[config.mk]
export PLATFORM = sky130hd
export DESIGN_NAME = i2c_ptr_regslave
export DESIGN_NICKNAME = d
export VERILOG_FILES = /design/src/rtl/i2cs_pkg.sv /design/src/rtl/i2cs_line_filter.sv /design/src/rtl/i2cs_bus_events.sv /design/src/rtl/i2cs_regbank.sv /design/src/rtl/i2cs_engine.sv /design/src/rtl/i2c_ptr_regslave.sv
export SDC_FILE = /design/constraint.sdc
export NUM_CORES = 1
export LEC_CHECK = 0
export ABC_AREA = 1
export BUFFER_PORTS_ARGS = -buffer_cell sky130_fd_sc_hd__buf_2
export CELL_PAD_IN_SITES_DETAIL_PLACEMENT = 0
export CELL_PAD_IN_SITES_GLOBAL_PLACEMENT = 1
export CORE_MARGIN = 3
export CORE_UTILIZATION = 29
export DETAILED_ROUTE_END_ITERATION = 10
export GPL_ROUTABILITY_DRIVEN = 0
export PLACE_DENSITY_LB_ADDON = 0.25
export SYNTH_ARGS = -nofsm -noshare
export SYNTH_HDL_FRONTEND = slang
export SYNTH_HIERARCHICAL = 1
export SYNTH_SLANG_ARGS = --single-unit
[constraint.sdc]
create_clock -name clk -period 2.3 [get_ports clk]
set_input_delay 0.345 -clock clk [delete_from_list [all_inputs] [get_ports clk]]
set_output_delay 0.345 -clock clk [all_outputs]
set_load 0.01 [all_outputs]
[src/rtl/i2cs_pkg.sv]
package i2cs_pkg;
  typedef enum logic [2:0] {
    ST_IDLE, ST_RX, ST_DEC, ST_ACK, ST_TX, ST_MACK, ST_NEXT, ST_SKIP
  } slv_state_t;

  typedef enum logic [1:0] {
    PH_ADDR, PH_PTR, PH_DATA
  } rx_phase_t;
endpackage

[src/rtl/i2cs_line_filter.sv]
module i2cs_line_filter #(
  parameter int FILT_LEN = 3
) (
  input  logic clk,
  input  logic rst_n,
  input  logic raw_i,
  output logic filt_o
);
  localparam int CW = $clog2(FILT_LEN + 1);

  logic          s1, s2;
  logic [CW-1:0] run;

  always_ff @(posedge clk or negedge rst_n) begin
    if (!rst_n) begin
      s1     <= 1'b1;
      s2     <= 1'b1;
      filt_o <= 1'b1;
      run    <= '0;
    end else begin
      s1 <= raw_i;
      s2 <= s1;
      if (s2 != filt_o) begin
        if (run == CW'(FILT_LEN - 1)) begin
          filt_o <= s2;
          run    <= '0;
        end else begin
          run <= run + 1'b1;
        end
      end else begin
        run <= '0;
      end
    end
  end
endmodule

[src/rtl/i2cs_bus_events.sv]
module i2cs_bus_events (
  input  logic clk,
  input  logic rst_n,
  input  logic scl_f,
  input  logic sda_f,
  output logic scl_rise,
  output logic scl_fall,
  output logic start_det,
  output logic stop_det
);
  logic scl_q, sda_q;

  always_ff @(posedge clk or negedge rst_n) begin
    if (!rst_n) begin
      scl_q <= 1'b1;
      sda_q <= 1'b1;
    end else begin
      scl_q <= scl_f;
      sda_q <= sda_f;
    end
  end

  assign scl_rise  = scl_f & ~scl_q;
  assign scl_fall  = ~scl_f & scl_q;
  assign start_det = scl_f & scl_q & sda_q & ~sda_f;
  assign stop_det  = scl_f & scl_q & ~sda_q & sda_f;
endmodule

[src/rtl/i2cs_regbank.sv]
module i2cs_regbank #(
  parameter int NREG = 16
) (
  input  logic            clk,
  input  logic            rst_n,
  input  logic            wr_en,
  input  logic [7:0]      wr_idx,
  input  logic [7:0]      wr_data,
  input  logic [7:0]      rd_idx,
  output logic [7:0]      rd_data,
  output logic [NREG*8-1:0] regs_o
);
  localparam int         IW     = (NREG > 1) ? $clog2(NREG) : 1;
  localparam logic [7:0] NREG_B = 8'(NREG);

  logic [7:0] mem [NREG];

  always_ff @(posedge clk or negedge rst_n) begin
    if (!rst_n) begin
      for (int i = 0; i < NREG; i++) mem[i] <= 8'h00;
    end else if (wr_en && (wr_idx < NREG_B)) begin
      mem[wr_idx[IW-1:0]] <= wr_data;
    end
  end

  always_comb begin
    rd_data = 8'h00;
    if (rd_idx < NREG_B) rd_data = mem[rd_idx[IW-1:0]];
  end

  for (genvar g = 0; g < NREG; g++) begin : g_flat
    assign regs_o[g*8 +: 8] = mem[g];
  end
endmodule

[src/rtl/i2cs_engine.sv]
module i2cs_engine
  import i2cs_pkg::*;
#(
  parameter logic [5:0] ADDR_HI  = 6'b100110,
  parameter int         NREG     = 16,
  parameter logic [7:0] RSVD_IDX = 8'h0F
) (
  input  logic       clk,
  input  logic       rst_n,
  input  logic       sda_f,
  input  logic       scl_rise,
  input  logic       scl_fall,
  input  logic       start_det,
  input  logic       stop_det,
  input  logic       addr_sel,
  input  logic [7:0] rd_data,
  output logic [7:0] rd_idx,
  output logic       wr_en,
  output logic [7:0] wr_idx,
  output logic [7:0] wr_data,
  output logic       sda_oe
);
  localparam logic [7:0] NREG_B = 8'(NREG);

  slv_state_t state;
  rx_phase_t  phase;
  logic [3:0] bcnt;
  logic [7:0] shreg;
  logic [7:0] ptr;
  logic       ack_ok;
  logic       rd_mode;
  logic [7:0] rx_byte;
  logic [6:0] my_addr;

  assign rx_byte = {shreg[6:0], sda_f};
  assign my_addr = {ADDR_HI, addr_sel};
  assign rd_idx  = ptr;

  always_ff @(posedge clk or negedge rst_n) begin
    if (!rst_n) begin
      state   <= ST_IDLE;
      phase   <= PH_ADDR;
      bcnt    <= '0;
      shreg   <= '0;
      ptr     <= '0;
      ack_ok  <= 1'b0;
      rd_mode <= 1'b0;
      sda_oe  <= 1'b0;
      wr_en   <= 1'b0;
      wr_idx  <= '0;
      wr_data <= '0;
    end else begin
      wr_en <= 1'b0;
      if (start_det) begin
        state  <= ST_RX;
        phase  <= PH_ADDR;
        bcnt   <= '0;
        sda_oe <= 1'b0;
      end else if (stop_det) begin
        state  <= ST_IDLE;
        sda_oe <= 1'b0;
      end else begin
        case (state)
          ST_RX: if (scl_rise) begin
            shreg <= rx_byte;
            if (bcnt == 4'd7) begin
              bcnt  <= '0;
              state <= ST_DEC;
              case (phase)
                PH_ADDR: begin
                  rd_mode <= rx_byte[0];
                  ack_ok  <= (rx_byte[7:1] == my_addr) &&
                             !(rx_byte[0] && (ptr == RSVD_IDX));
                  phase   <= PH_PTR;
                end
                PH_PTR: begin
                  ack_ok <= 1'b1;
                  ptr    <= rx_byte;
                  phase  <= PH_DATA;
                end
                default: begin
                  if (ptr == RSVD_IDX) begin
                    ack_ok <= 1'b0;
                  end else begin
                    ack_ok  <= 1'b1;
                    wr_en   <= (ptr < NREG_B);
                    wr_idx  <= ptr;
                    wr_data <= rx_byte;
                    ptr     <= ptr + 8'd1;
                  end
                end
              endcase
            end else begin
              bcnt <= bcnt + 4'd1;
            end
          end
          ST_DEC: if (scl_fall) begin
            sda_oe <= ack_ok;
            state  <= ST_ACK;
          end
          ST_ACK: if (scl_fall) begin
            if (!ack_ok) begin
              sda_oe <= 1'b0;
              state  <= ST_SKIP;
            end else if (rd_mode) begin
              if (ptr == RSVD_IDX) begin
                sda_oe <= 1'b0;
                state  <= ST_SKIP;
              end else begin
                sda_oe <= ~rd_data[7];
                shreg  <= {rd_data[6:0], 1'b0};
                bcnt   <= '0;
                state  <= ST_TX;
              end
            end else begin
              sda_oe <= 1'b0;
              bcnt   <= '0;
              state  <= ST_RX;
            end
          end
          ST_TX: begin
            if (scl_rise) begin
              bcnt <= bcnt + 4'd1;
            end else if (scl_fall) begin
              if (bcnt == 4'd8) begin
                sda_oe <= 1'b0;
                state  <= ST_MACK;
              end else begin
                sda_oe <= ~shreg[7];
                shreg  <= {shreg[6:0], 1'b0};
              end
            end
          end
          ST_MACK: if (scl_rise) begin
            ptr   <= ptr + 8'd1;
            state <= sda_f ? ST_SKIP : ST_NEXT;
          end
          ST_NEXT: if (scl_fall) begin
            if (ptr == RSVD_IDX) begin
              sda_oe <= 1'b0;
              state  <= ST_SKIP;
            end else begin
              sda_oe <= ~rd_data[7];
              shreg  <= {rd_data[6:0], 1'b0};
              bcnt   <= '0;
              state  <= ST_TX;
            end
          end
          default: sda_oe <= 1'b0;
        endcase
      end
    end
  end
endmodule

[src/rtl/i2c_ptr_regslave.sv]
module i2c_ptr_regslave #(
  parameter logic [5:0] ADDR_HI  = 6'b100110,
  parameter int         NREG     = 16,
  parameter logic [7:0] RSVD_IDX = 8'h0F,
  parameter int         FILT_LEN = 3
) (
  input  logic              clk,
  input  logic              rst_n,
  input  logic              scl_i,
  input  logic              sda_i,
  input  logic              addr_sel,
  output logic              sda_oe,
  output logic [NREG*8-1:0] regs_o
);
  logic [1:0] raw_lines;
  logic [1:0] filt_lines;
  logic       scl_f, sda_f;
  logic       scl_rise, scl_fall, start_det, stop_det;
  logic       wr_en;
  logic [7:0] wr_idx, wr_data, rd_idx, rd_data;

  assign raw_lines = {sda_i, scl_i};

  for (genvar g = 0; g < 2; g++) begin : g_line
    i2cs_line_filter #(.FILT_LEN(FILT_LEN)) u_filt (
      .clk    (clk),
      .rst_n  (rst_n),
      .raw_i  (raw_lines[g]),
      .filt_o (filt_lines[g])
    );
  end

  assign scl_f = filt_lines[0];
  assign sda_f = filt_lines[1];

  i2cs_bus_events u_events (
    .clk       (clk),
    .rst_n     (rst_n),
    .scl_f     (scl_f),
    .sda_f     (sda_f),
    .scl_rise  (scl_rise),
    .scl_fall  (scl_fall),
    .start_det (start_det),
    .stop_det  (stop_det)
  );

  i2cs_engine #(
    .ADDR_HI  (ADDR_HI),
    .NREG     (NREG),
    .RSVD_IDX (RSVD_IDX)
  ) u_engine (
    .clk       (clk),
    .rst_n     (rst_n),
    .sda_f     (sda_f),
    .scl_rise  (scl_rise),
    .scl_fall  (scl_fall),
    .start_det (start_det),
    .stop_det  (stop_det),
    .addr_sel  (addr_sel),
    .rd_data   (rd_data),
    .rd_idx    (rd_idx),
    .wr_en     (wr_en),
    .wr_idx    (wr_idx),
    .wr_data   (wr_data),
    .sda_oe    (sda_oe)
  );

  i2cs_regbank #(.NREG(NREG)) u_bank (
    .clk     (clk),
    .rst_n   (rst_n),
    .wr_en   (wr_en),
    .wr_idx  (wr_idx),
    .wr_data (wr_data),
    .rd_idx  (rd_idx),
    .rd_data (rd_data),
    .regs_o  (regs_o)
  );
endmodule

# After elaboration in Yosys (flattened, before gate mapping)
# Cells that the tools add are included.
[classes] eq_ne=43 n_reduce_logical=27 n_bitwise=19 addsub=4 n_lt_le_gt_ge=5 mux=81
[ops] op="8-bit 2-to-1 mux" count=17
[ops] op="128-bit bitwise mux" count=1
[ops] op="4-bit 2-to-1 mux" count=10
[ops] op="3-bit 2-to-1 mux" count=13
[ops] op="8-bit binary-select mux with 4-bit select" count=1
[ops] op="8-bit demux with 4-bit select" count=1
[ops] op="8-bit one-hot mux with 2 select lines" count=2
[ops] op="8-bit one-hot mux with 4 select lines" count=1
[ops] op="4-bit != test, second input constant" count=7
[ops] op="1-bit 2-to-1 mux" count=20
[ops] op="2-bit 2-to-1 mux" count=10
[ops] op="2-bit != test, second input constant" count=9
[ops] op="3-bit one-hot mux with 6 select lines" count=1
[ops] op="8-bit by 5-bit < comparator with 1-bit output, second input constant" count=2
[ops] op="4-bit one-hot mux with 4 select lines" count=1
[ops] op="3-bit != test, second input constant" count=5
[ops] op="7-bit AND reduction" count=2
[ops] op="6-bit AND reduction" count=2
[ops] op="11-bit AND reduction" count=1
[ops] op="5-bit >= comparator, second input constant" count=2
[ops] op="1-bit NOT" count=10
[ops] op="4-bit NOT with 5-bit output" count=2
[ops] op="10-bit AND reduction" count=1
[ops] op="5-bit AND reduction" count=2
[ops] op="33 further kinds" count=56
[word_totals] out_inout_bits=129 wordCells=216 in_bits=5 regBits=185

# Depth between registers and ports, before layout
# Gate-level depths: netlist of the first run.
[depth] depth_word=13 ltp_mapped=13 depth_no_buf=12

# Cells and area by module
# Netlist of the first run, hierarchy kept.
[modules_own_cells] mod="i2cs_regbank" seq_area_each_um2=3203.1 cells_per_inst=836 area_each_um2=6462.4 instances=1
[modules_own_cells] mod="i2cs_engine" seq_area_each_um2=1126.1 cells_per_inst=384 area_each_um2=2700.1 instances=1
[modules_own_cells] mod="i2cs_line_filter" seq_area_each_um2=128.9 cells_per_inst=21 area_each_um2=190.2 instances=2
[modules_own_cells] mod="i2cs_bus_events" seq_area_each_um2=52.6 cells_per_inst=13 area_each_um2=93.8 instances=1

# Worst setup path before layout of the first run
# No wires, ideal clock.
[synth_timing] kind="reg2reg" start="register g_line[1].u_filt.filt_o" end="register u_engine.wr_idx[1]" path_slack_ps=513 period_less_slack_ps=1787 required_time_ps=2174 path_buffers=1 arrival_time_ps=1661 setup_time_ps=126 stages_incl_launch_ff=11 cell_sequence="dfstp_2 inv_1 nand2_1 nor2_1 nor2_2 nand2_1 nor2_2 nand2_1 buf_2 nand2_1 o21ai_0"
[synth_between] elab_chain_len=4 elab_cells_between_ends=6 cone_classes="bitwise: 5; reduce/logical: 1"
[synth_lines] item="from (decl)" line="i2cs_line_filter.sv:7" source="output logic filt_o"
[synth_lines] item="from (signal assigned)" line="i2cs_line_filter.sv:18" source="filt_o <= 1'b1;"
[synth_lines] item="from (signal assigned)" line="i2cs_line_filter.sv:25" source="filt_o <= s2;"
[synth_lines] item="1-bit NOT" line="i2cs_bus_events.sv:25" source="assign start_det = scl_f & scl_q & sda_q & ~sda_f;"
[synth_lines] item="1-bit bitwise AND" line="i2cs_bus_events.sv:25"
[synth_lines] item="net start_det" line="i2c_ptr_regslave.sv:18" source="logic scl_rise, scl_fall, start_det, stop_det;"
[synth_lines] item="1-bit NOT (no line)"
[synth_lines] item="7-bit AND reduction (no line)"
[synth_lines] item="to (signal assigned)" line="i2cs_engine.sv:87" source="wr_idx <= ptr;"
[synth_lines] item="to (decl)" line="i2cs_engine.sv:19" source="output logic [7:0] wr_idx,"
# The timed path passes the listed nets, and every way through them passes these cells.
# A chain may end at the register's enable or synchronous reset.

# Worst setup path in the final report of the first run
[layout_timing] start="register u_engine.ptr[0], in the netlist u_engine/rd_idx[0]" end="register u_engine.sda_oe"
[layout_between] elab_chain_len=13 elab_cells_between_ends=16 cone_classes="order compare: 1; eq/ne: 1; mux: 12; bitwise: 2"
[layout_lines] item="from (decl)" line="i2cs_engine.sv:29" source="logic [7:0] ptr;"
[layout_lines] item="from (signal assigned)" line="i2cs_engine.sv:78" source="ptr <= rx_byte;"
[layout_lines] item="from (signal assigned)" line="i2cs_engine.sv:89" source="ptr <= ptr + 8'd1;"
[layout_lines] item="from (signal assigned)" line="i2cs_engine.sv:135" source="ptr <= ptr + 8'd1;"
[layout_lines] item="4-bit NOT with 5-bit output (implied by the code)" line="i2cs_regbank.sv:28" source="if (rd_idx < NREG_B) rd_data = mem[rd_idx[IW-1:0]];"
[layout_lines] item="8-bit binary-select mux with 4-bit select" line="i2cs_regbank.sv:28"
[layout_lines] item="8-bit 2-to-1 mux (implied by the code) (2 in a row)" line="i2cs_regbank.sv:28"
[layout_lines] item="8-bit 2-to-1 mux *" line="i2cs_regbank.sv:28"
[layout_lines] item="net rd_data[7]" line="i2c_ptr_regslave.sv:20" source="logic [7:0] wr_idx, wr_data, rd_idx, rd_data;"
[layout_lines] item="1-bit NOT *" line="i2cs_engine.sv:110, i2cs_engine.sv:143"
[layout_lines] item="1-bit 2-to-1 mux *" line="i2cs_engine.sv:106, i2cs_engine.sv:139"
[layout_lines] item="1-bit 2-to-1 mux" line="i2cs_engine.sv:105" source="end else if (rd_mode) begin"
[layout_lines] item="1-bit 2-to-1 mux" line="i2cs_engine.sv:102" source="if (!ack_ok) begin"
[layout_lines] item="1-bit 2-to-1 mux" line="i2cs_engine.sv:101" source="ST_ACK: if (scl_fall) begin"
[layout_lines] item="1-bit one-hot mux with 5 select lines *" line="i2cs_engine.sv:63" source="case (state)"
[layout_lines] item="1-bit 2-to-1 mux *" line="i2cs_engine.sv:59" source="end else if (stop_det) begin"
[layout_lines] item="1-bit 2-to-1 mux *" line="i2cs_engine.sv:54" source="if (start_det) begin"
[layout_lines] item="to (signal assigned)" line="i2cs_engine.sv:98" source="sda_oe <= ack_ok;"
[layout_lines] item="to (signal assigned)" line="i2cs_engine.sv:110" source="sda_oe <= ~rd_data[7];"
[layout_lines] item="to (signal assigned)" line="i2cs_engine.sv:129" source="sda_oe <= ~shreg[7];"
[layout_lines] item="to (decl)" line="i2cs_engine.sv:21" source="output logic sda_oe"
# The timed path passes the listed nets; every way through them passes the cells marked *. The select of a mux whose other input is x is not followed.

==> results of run 1 <==
[layer usage]
metal,share of wire (%),track usage [%]
met4,1.9,5.10
met1,46,25.0
met3,3.6,2.98
met5,0,0
met2,48,31.6
[power breakdown]
group          switching [uW]  internal (uW)  total, uW  leakage, uW
Clock                    1440           1560       3000     0.000276
Sequential                219           3480       3700      0.00253
Combinational            2060            946       3000      0.00297
Total                    3720           5980       9700      0.00578
[sequential cells by signal, indices dropped and copies added (netlist names)]
signal / cells
g_line.u_filt/run: 4
u_engine/wr_data: 8
u_engine/sda_oe: 1
u_bank/regs_o: 128
u_events/scl_q: 1
g_line.u_filt/s2: 2
u_events/sda_q: 1
u_engine/wr_en: 1
g_line.u_filt/filt_o: 2
u_engine/bcnt: 4
u_engine/rd_idx: 8
g_line.u_filt/s1: 2
u_engine/state: 3
u_engine/ack_ok: 1
u_engine/phase: 2
u_engine/shreg: 8
u_engine/wr_idx: 8
u_engine/rd_mode: 1
[layout make-up]
class / count / area (sq um)
inverter: 141 / 534
sequential: 185 / 4640
clock buffer: 19 / 443
timing repair buffer: 163 / 995
clock inverter: 13 / 135
fill: 3550 / 21200
multi-input combinational: 894 / 4120
tap: 442 / 553
[layout by cell type, fill, tap and decap left out, drive strengths merged]
master,synthesis,layout
a21oi,11,11
a31oi,1,1
buf,36,159
bufinv,0,1
clkbuf,19,20
clkinv,0,3
clkinvlp,0,3
dfrtp,177,177
dfstp,8,8
dlygate4sd3,0,3
ha,4,4
inv,141,147
nand2,496,496
nand3,125,125
nand3b,2,2
nand4,8,8
nor2,57,57
nor3,6,6
o211ai,1,1
o21ai,176,176
o221ai,1,1
o22ai,2,2
or2,1,1
xnor2,2,2
xor2,1,1
[how the worst max path moves through the flow]
| stage | startpoint | endpoint | slack, ns | depth (start not counted) |
|---|---|---|---|---|
| floorplan | g_line[1].u_filt/filt_o | u_engine/wr_idx[1] | 0.51 | 10 |
| global placement | u_engine/rd_idx[0] | u_engine/sda_oe | 0.15 | 13 |
| CTS | u_engine/rd_idx[0] | u_engine/sda_oe | 0.14 | 13 |
| detailed placement | u_engine/rd_idx[0] | u_engine/sda_oe | 0.14 | 13 |
| finish | u_engine/rd_idx[0] | u_engine/sda_oe | 0.20 | 13 |
| global route | u_engine/state[0] | u_engine/state[1] | 0.09 | 10 |
[timing repair]
item	4_1_cts	5_1_grt
endpoints found under the setup margin	0	3
gates resized for setup	0	2
endpoints found under the hold margin	58	0
hold buffers	3	0
[through the flow]
stage	util (%)	setup slack, ns	instance area, sq um
after detailed placement	33.1	0.140	10800
after global placement	33.1	0.150	10800
final	35.0	0.198	11400
after CTS	35.0	0.137	11400
after global routing	35.0	0.0854	11400
after floorplan	-	0.513	9640
[kinds of logic after synthesis]
family                   Yosys count  share of synthesized area (%)
AND/OR/NAND/NOR                  695                           30.9
adder cells (fa/ha/maj)            4                          0.519
buffers and inverters            196                           9.21
XOR/XNOR                           3                          0.273
flip-flops                       185                           48.1
AO/OA/AOI/OAI                    192                           11.0
[worst max-delay path: stages, from the launching register on]
cell and delay, ns:
sky130_fd_sc_hd__dfrtp_2 0.51, sky130_fd_sc_hd__inv_2 0.14, sky130_fd_sc_hd__buf_12 0.21, sky130_fd_sc_hd__nand2_1 0.07
sky130_fd_sc_hd__nand2_1 0.06, sky130_fd_sc_hd__nand2_1 0.05, sky130_fd_sc_hd__nand3_1 0.16, sky130_fd_sc_hd__nand3_1 0.12
sky130_fd_sc_hd__a21oi_2 0.28, sky130_fd_sc_hd__nor2_1 0.08, sky130_fd_sc_hd__nand2_1 0.06, sky130_fd_sc_hd__o221ai_1 0.10
sky130_fd_sc_hd__nand2_1 0.09, sky130_fd_sc_hd__nand2_1 0.05
==> run summary, run 1 <==
================================================================================
Result of the run                                                   complete, no violations
Min-Delay Path Class                                                input pin to register
Number of antenna violations at the first check in global routing              0
Standard-cell row count                                                       66
Detailed-route vias per instance                                            4.63
Critical path arrival                                                    2.43 ns
Leading register cell type out of synthesis                         sky130_fd_sc_hd__dfrtp_1
Reg-to-Reg Start                                                    u_engine/rd_idx[0]
Number of instances on the worst hold path                                     4
Largest net degree at the start of global routing                             62
Placed wire-length estimate                                            23,800 um
First-pass iteration count of the detailed router                              5
Share of synthesized flip-flops with an asynchronous set or reset           100%
Count of different cell masters after synthesis                               37
Synthesized cell area                                                 9640 sq um
Vias in the first global route                                             8,514
Seq/Total Area, Yosys                                                      48.1%
Post-synthesis sequential element count                                      185
Leading cell types by total area after synthesis                    sky130_fd_sc_hd__dfrtp_1, sky130_fd_sc_hd__nand2_1, sky130_fd_sc_hd__nand3_1, sky130_fd_sc_hd__inv_1, sky130_fd_sc_hd__o21ai_0
Count leader, synth                                                 sky130_fd_sc_hd__nand2_1
Wire length of the first global-routing pass                           51,100 um
Total instance count after detailed placement                              1,822
Post-Layout Cell Count                                                     1,857
Final Hold Vio Count                                                           0
Leakage Power                                                         0.00578 uW
Startpoint of the tightest hold check path                              addr_sel
Number of buffers created by CTS                                              17
CTS Root Buffer Type                                                sky130_fd_sc_hd__clkbuf_16
DRT antenna net count                                                          0
VDD IR-drop max                                                       0.000572 V
Overflow after GRT                                                             0
Antenna fix cells                                                              0
Areal power density over the cells                                   849 nW/um^2
Number of flops mapped to enable cells by yosys                                0
Yosys synthesis warning count                                                  6
Total negative setup slack                                                  0 ns
Total power of the final layout                                          9700 uW
Number of buffers on the longest clock path                                    2
Largest fanout on the critical path                                           32
Floorplan die width                                                       188 um
Critical path data required time                                         2.63 ns
Top Ports                                                                    134
Skew-Pair Late Insertion Delay                                           0.45 ns
Tot GR Track Use                                                           18.7%
Worst setup path category                                           register to register
DRC violation count after routing                                              0
CTS sink cnt                                                                 185
Cell count after synthesis                                                 1,275
Chip height                                                               188 um
Fraction of layout instances using a drive strength above 1                18.5%
Final clock period utilization by the worst path                           91.4%
Number of nets in the final layout                                         1,411
Nets in the synthesized netlist                                            1,284
Hold endpoint                                                       u_engine/ack_ok
Core ar.                                                            32,600 sq um
Type of element launching the critical path                             register
Highest clock rate                                                       476 MHz
Syn Area/Cell                                                         7.56 sq um
Clock transition at the registers of the reported paths                  0.08 ns
Max_slew headroom                                                          42.1%
Measured slew at the worst slew-check pin                               0.868 ns
Final-report max-slew violation count                                          0
Setup repair after global routing missed its margin                        false
Max_cap viols                                                                  0
WL final                                                               32,600 um
Number of setup violations in the final report                                 0
Area of the die                                                     35,500 sq um
P&R area growth vs syn                                                     18.5%
Hold Worst Slack                                                        0.279 ns
Number of setup buffers added after CTS                                        0
Buffers on Ports                                                             133
H-Tree Level Count                                                             4
Worst Clk Skew                                                         0.0125 ns
Biggest area consumer among synthesized cells                       sky130_fd_sc_hd__dfrtp_1
Capturing element type of the critical path                             register
CTS tree                                                                   built
Iter 0 DRT Violations                                                        551
Fraction of synthesized cell area taken by the top area cell type          46.0%
Initial core utilization                                                   29.5%
Routed via count                                                           8,596
Register-to-register path setup slack                                    0.20 ns
Post-synth top cells                                                sky130_fd_sc_hd__nand2_1, sky130_fd_sc_hd__dfrtp_1, sky130_fd_sc_hd__inv_1
R2R Path End                                                        u_engine/sda_oe
Depth of the worst register-to-register path                                  13
Average wire length per cell after detail routing                        17.5 um
Minimum clock period                                                     2.10 ns
================================================================================
(Power assumes the default switching activity.)
==> inputs of run 2 (changes only) <==
RECOVER_POWER = 50   (was unset)
clock period = 2 ns   (was 2.3 ns; I/O delays follow)
==> run 2 against run 1 <==
- total power is 17% higher
- critical path depth is 2 lower
- via count is 1.1% higher
- sequential power is 14% higher
- clock skew is 0.0016 ns lower
- maximum frequency is 13% higher
- largest power group unchanged
==> run summary, run 2 (synthesis gave the netlist of run 1 again) <==
==================================================================================
Cell repeated most along the worst path                               sky130_fd_sc_hd__nand3_1
Buffers on Ports                                                               133
Commonest cells after routing, fill and taps aside                    sky130_fd_sc_hd__nand2_1, sky130_fd_sc_hd__dfrtp_1, sky130_fd_sc_hd__inv_1
Type of element launching the critical path                               register
DRT antenna net count                                                            0
Capturing element type of the critical path                               register
CP cell instances                                                     buf_4 > clkbuf_16 > nand2_1 > nand3_1 > nand3_1 > nand3_1 > a21oi_1 > nand2_1 > o21ai_0 > nand3_1 > nand2_1
Filler Cells Inserted                                                        3,501
Routed via count                                                             8,691
Cell with the biggest individual delay on the critical path           sky130_fd_sc_hd__dfrtp_2
Post-Layout Cell Count                                                       1,878
Total negative setup slack                                                    0 ns
Max_cap viols                                                                    0
Startpoint of the tightest hold check path                                addr_sel
Cell area reported after detailed placement                           11,000 sq um
Chip height                                                                 188 um
Number of buffers created by CTS                                                17
Highest cell delay on the worst timing path                                0.46 ns
Final Hold Vio Count                                                             0
Commonest non-fill, non-tap cell in the layout                        sky130_fd_sc_hd__nand2_1
Tot GR Track Use                                                             18.7%
Total instance count after detailed placement                                1,841
Fraction of layout instances using a drive strength above 1                  16.4%
First-pass iteration count of the detailed router                                6
Area of combinational cells with multiple inputs                        4120 sq um
Skew-Pair Late Insertion Delay                                             0.44 ns
Flip-flop count of the largest register, all copies and words added            128
Final clock period utilization by the worst path                             93.2%
Max_slew headroom                                                            2.51%
Number of antenna violations at the first check in global routing                0
Areal power density over the cells                                     980 nW/um^2
Top Ports                                                                      134
Number of nets in the final layout                                           1,432
Worst setup path category                                             register to register
Reg-to-Reg Start                                                      u_engine/rd_idx[0]
Measured slew at the worst slew-check pin                                  1.46 ns
Detailed-route vias per instance                                              4.63
Vias in the first global route                                               8,547
Floorplan die width                                                         188 um
DRC violation count after routing                                                0
Minimum clock period                                                       1.86 ns
Critical path data required time                                           2.37 ns
Final-report max-slew violation count                                            0
First element of the critical path                                    u_engine/rd_idx[0]
Core ar.                                                              32,600 sq um
Critical path arrival                                                      2.24 ns
Leakage Power                                                           0.00567 uW
Antenna fix cells                                                                0
Placed wire-length estimate                                              24,100 um
WL final                                                                 33,100 um
Largest fanout on the critical path                                             19
Result of the run                                                     complete, no violations
CTS sink cnt                                                                   185
Average wire length per cell after detail routing                          17.6 um
Worst Clk Skew                                                           0.0108 ns
Wire length of the first global-routing pass                             51,000 um
Number of buffers on the longest clock path                                      2
P&R area growth vs syn                                                       20.1%
Min-Delay Path Class                                                  input pin to register
Area of all placed cells without fillers                              11,600 sq um
Largest net degree at the start of global routing                               58
Total power of the final layout                                          11,300 uW
CTS Root Buffer Type                                                  sky130_fd_sc_hd__clkbuf_16
Highest clock rate                                                         537 MHz
Clock transition at the registers of the reported paths                    0.07 ns
Overflow after GRT                                                               0
Initial core utilization                                                     29.5%
Reg area                                                                4640 sq um
H-Tree Level Count                                                               4
VDD IR-drop max                                                         0.000624 V
Number of setup violations in the final report                                   0
Area of the die                                                       35,500 sq um
CTS tree                                                                     built
Standard-cell row count                                                         66
Iter 0 DRT Violations                                                          609
==================================================================================
## run 2: cell count changes in the layout (fill, tap and decap cells not counted), moves of 2 or more
cell,delta
sky130_fd_sc_hd__buf_8,+2
sky130_fd_sc_hd__o21ai_1,+2
sky130_fd_sc_hd__o21ai_0,-2
sky130_fd_sc_hd__buf_2,-48
sky130_fd_sc_hd__inv_8,-3
sky130_fd_sc_hd__clkbuf_1,+50
sky130_fd_sc_hd__clkinv_2,+2
sky130_fd_sc_hd__buf_6,+2
sky130_fd_sc_hd__buf_4,+14
## run 2: final timing paths
check                                      endpoint  slack, ns  depth (start not counted)
worst max register to register    u_engine/shreg[5]       0.14                         11
min in group asynchronous         u_bank/regs_o[19]       0.74                          2
worst min-delay path                u_engine/ack_ok       0.24                          4
max in group asynchronous         u_bank/regs_o[52]       0.27                          3
worst min register to register  g_line[0].u_filt/s2       0.36                          0
worst max-delay path              u_engine/shreg[5]       0.14                         11
## run 2: power breakdown
part           switching [uW]  total (uW)  internal (uW)
registers                 224        4220           4000
clock network            1570        3460           1890
logic                    2440        3660           1220
total                    4230       11300           7110
## run 2: area by class of cell
cell class / count / area share, %
clock buffer: 19 / 3.83
clock inverter: 13 / 1.22
inverter: 141 / 4.67
multi-input combinational: 894 / 35.6
sequential: 185 / 40.1
tap: 442 / 4.78
timing repair buffer: 184 / 9.78
## run 2: worst max-delay path: cells and delay by family (launching register included)
family                 cells  cell delay [ns]
and+or+nand+nor            7             0.74
DFF                        1             0.46
buffers and inverters      2             0.34
AOI/OAI and AO/OA          2             0.26
## run 2: timing repair
item / CTS / global route
hold buffers: 3 / 0
endpoints found under the setup margin: 0 / 15
buffers inserted: 0 / 1
hold endpoints to repair: 54 / 0
resized for setup: 0 / 9
## run 2: through the flow
step / utilization [%] / hold WS, ns / setup WS, ns
after floorplan: - / 0.00441 / 0.213
after CTS: 35.6 / 0.198 / 0.0611
after detailed placement: 33.7 / 0.332 / 0.0797
after global placement: 33.7 / 0.334 / 0.101
after global routing: 35.5 / 0.242 / -0.000855
final: 35.5 / 0.238 / 0.137
## run 2: layer usage
metal  wire length, um  vias to the layer above  part of all wire (%)  global-route usage [%]
met5                 0                        -                     0                       0
met4               729                        0                   2.2                    6.16
met3              1220                       29                   3.7                    3.03
met2             15800                      178                    48                    31.3
met1             15400                     4137                    47                    24.7
li1                  -                     4347                     -                       -
==> inputs of run 3 (changes only) <==
CAP_MARGIN = 20   (was unset)
CELL_PAD_IN_SITES_DETAIL_PLACEMENT = unset   (was 0)
CELL_PAD_IN_SITES_GLOBAL_PLACEMENT = unset   (was 1)
CORE_MARGIN = 4   (was 3)
==> run 3 against run 2 <==
- maximum frequency down 1.1%
- global-route usage decreased by 1.5 points
- clock-buffer cell count down 1
- hold slack improved by 0.015 ns
- die area increased by 2.1%
- setup slack got worse by 0.021 ns
- highest routed layer unchanged
- utilization shrank 0.27 points
- first-iteration DRC count fell by 4.1%
- critical path type unchanged
- wire length shrank 5.5%
==> run summary, run 3 (synthesis gave the netlist of run 1 again) <==
==================================================================================
Result of the run                                                     complete, no violations
Areal power density over the cells                                     965 nW/um^2
DRC violation count after routing                                                0
P&R area growth vs syn                                                       19.2%
Skew-Pair Late Insertion Delay                                             0.45 ns
Buffers on Ports                                                               133
Type of element launching the critical path                               register
Core ar.                                                              32,600 sq um
Max_slew headroom                                                            43.4%
Total buffers and inverters traversed by the critical path                       1
Number of nets in the final layout                                           1,431
CTS Root Buffer Type                                                  sky130_fd_sc_hd__clkbuf_16
Vias in the first global route                                               8,263
Wire length of the first global-routing pass                             48,500 um
VDD IR-drop max                                                         0.000727 V
Detailed-route vias per instance                                              4.65
Number of buffers on the longest clock path                                      2
Setup repair after global routing missed its margin                          false
H-Tree Level Count                                                               4
Total negative setup slack                                                    0 ns
Largest fanout on the critical path                                             63
CTS sink cnt                                                                   185
Initial core utilization                                                     29.5%
Fraction of layout instances using a drive strength above 1                  15.7%
Commonest cells after routing, fill and taps aside                    sky130_fd_sc_hd__nand2_1, sky130_fd_sc_hd__dfrtp_1, sky130_fd_sc_hd__inv_1
Highest cell delay on the worst timing path                                0.47 ns
Antenna fix cells                                                                0
Filler Cells Inserted                                                        3,501
Average wire length per cell after detail routing                          16.7 um
Flip-flop count of the largest register, all copies and words added            128
Total power of the final layout                                          11,100 uW
Minimum clock period                                                       1.88 ns
WL final                                                                 31,300 um
Iter 0 DRT Violations                                                          584
Min-Delay Path Class                                                  input pin to register
CTS tree                                                                     built
Worst setup path category                                             register to register
Chip height                                                                 190 um
Max_cap viols                                                                    0
Final-report max-slew violation count                                            0
First-pass iteration count of the detailed router                                6
Critical path arrival                                                      2.26 ns
Measured slew at the worst slew-check pin                                 0.848 ns
Final clock period utilization by the worst path                             94.2%
Clock transition at the registers of the reported paths                    0.07 ns
Cell class contributing the biggest share of worst-path delay         simple AND/OR/NAND/NOR gates
Critical path data required time                                           2.38 ns
Highest clock rate                                                         531 MHz
Worst Clk Skew                                                           0.0158 ns
Floorplan die width                                                         190 um
Placed wire-length estimate                                              22,800 um
Capturing element type of the critical path                               register
DRT antenna net count                                                            0
Overflow after GRT                                                               0
Largest net degree at the start of global routing                               64
Number of antenna violations at the first check in global routing                0
Leakage Power                                                           0.00562 uW
Cell with the biggest individual delay on the critical path           sky130_fd_sc_hd__dfrtp_2
Number of setup violations in the final report                                   0
Standard-cell row count                                                         66
Routed via count                                                             8,736
Final Hold Vio Count                                                             0
Tot GR Track Use                                                             17.2%
Area of the die                                                       36,200 sq um
Cell repeated most along the worst path                               sky130_fd_sc_hd__nand2_1
Number of buffers created by CTS                                                17
Top Ports                                                                      134
CP cell instances                                                     buf_12 > nand2_1 > nand2_1 > nand2_1 > nand3_1 > nand3_1 > a21oi_1 > nand2_1 > o21ai_0 > nand3_1 > nand2_1
Commonest non-fill, non-tap cell in the layout                        sky130_fd_sc_hd__nand2_1
==================================================================================
==> run 3: cell types whose count changed in the layout (fill, tap and decap cells not counted), sizes merged <==
cell and delta:
buf -13, clkbuf +11, bufinv -2, clkinvlp -2
clkinv -1, inv +6
==> run 3: stage by stage <==
stage / worst slack (ns) / instances / instance area [sq um] / utilization (%) / hold slack, ns
6_report: 0.115 / 1877 / 11500 / 35.2 / 0.254
5_1_grt: 0.000535 / 1877 / 11500 / 35.2 / 0.246
4_1_cts: 0.0992 / 1876 / 11600 / 35.5 / 0.231
3_5_place_dp: 0.111 / 1841 / 11000 / 33.6 / 0.324
3_3_place_gp: 0.155 / 1841 / 11000 / 33.6 / 0.324
2_1_floorplan: 0.213 / 1275 / 9640 / - / 0.00441
==> run 3: power breakdown <==
part,switching (uW),internal (uW),leakage (uW)
Clock,1700,1680,0.000278
Combinational,2330,1140,0.00281
Sequential,237,4000,0.00253
==> run 3: path summary, 6_finish.rpt <==
path                                startpoint             endpoint  slack (ns)  cells after the start
setup / recovery            u_engine/rd_idx[0]    u_engine/shreg[5]        0.12                     11
hold / removal                        addr_sel      u_engine/ack_ok        0.25                      4
setup reg to reg            u_engine/rd_idx[0]    u_engine/shreg[5]        0.12                     11
hold reg to reg            g_line[0].u_filt/s1  g_line[0].u_filt/s2        0.36                      0
max in group asynchronous                rst_n    u_engine/shreg[2]        0.41                      3
min in group asynchronous                rst_n    u_bank/regs_o[44]        0.39                      2
==> run 3: final cells by class <==
| cell class | count | area (sq um) | share of cell area [%] |
|---|---|---|---|
| Sequential cell | 185 | 4640 | 40.4 |
| Multi-Input combinational cell | 894 | 4120 | 35.9 |
| Timing Repair Buffer | 183 | 1050 | 9.13 |
| Tap cell | 442 | 553 | 4.82 |
| Inverter | 141 | 537 | 4.67 |
| Clock buffer | 18 | 429 | 3.74 |
| Clock inverter | 14 | 150 | 1.31 |
==> run 3: tightest hold or removal path: cells and delay by family <==
| kind | cells | cell delay [ns] |
|---|---|---|
| buf+inv | 1 | 0.12 |
| simple gates | 1 | 0.09 |
| xor+xnor | 1 | 0.07 |
| compound gates | 1 | 0.07 |
==> run 3: per-layer routing <==
metal | track usage, % | part of all wire [%]
met5 | 0 | 0
met2 | 28.5 | 48
met3 | 2.51 | 4.5
met1 | 23.2 | 45
met4 | 5.69 | 2.5
==> run 3: repair_timing <==
action / 4_1_cts / 5_1_grt
hold buffers: 3 / 0
buffers inserted: 0 / 0
endpoints found under the setup margin: 0 / 15
hold endpoints to repair: 48 / 0
resized for setup: 0 / 8
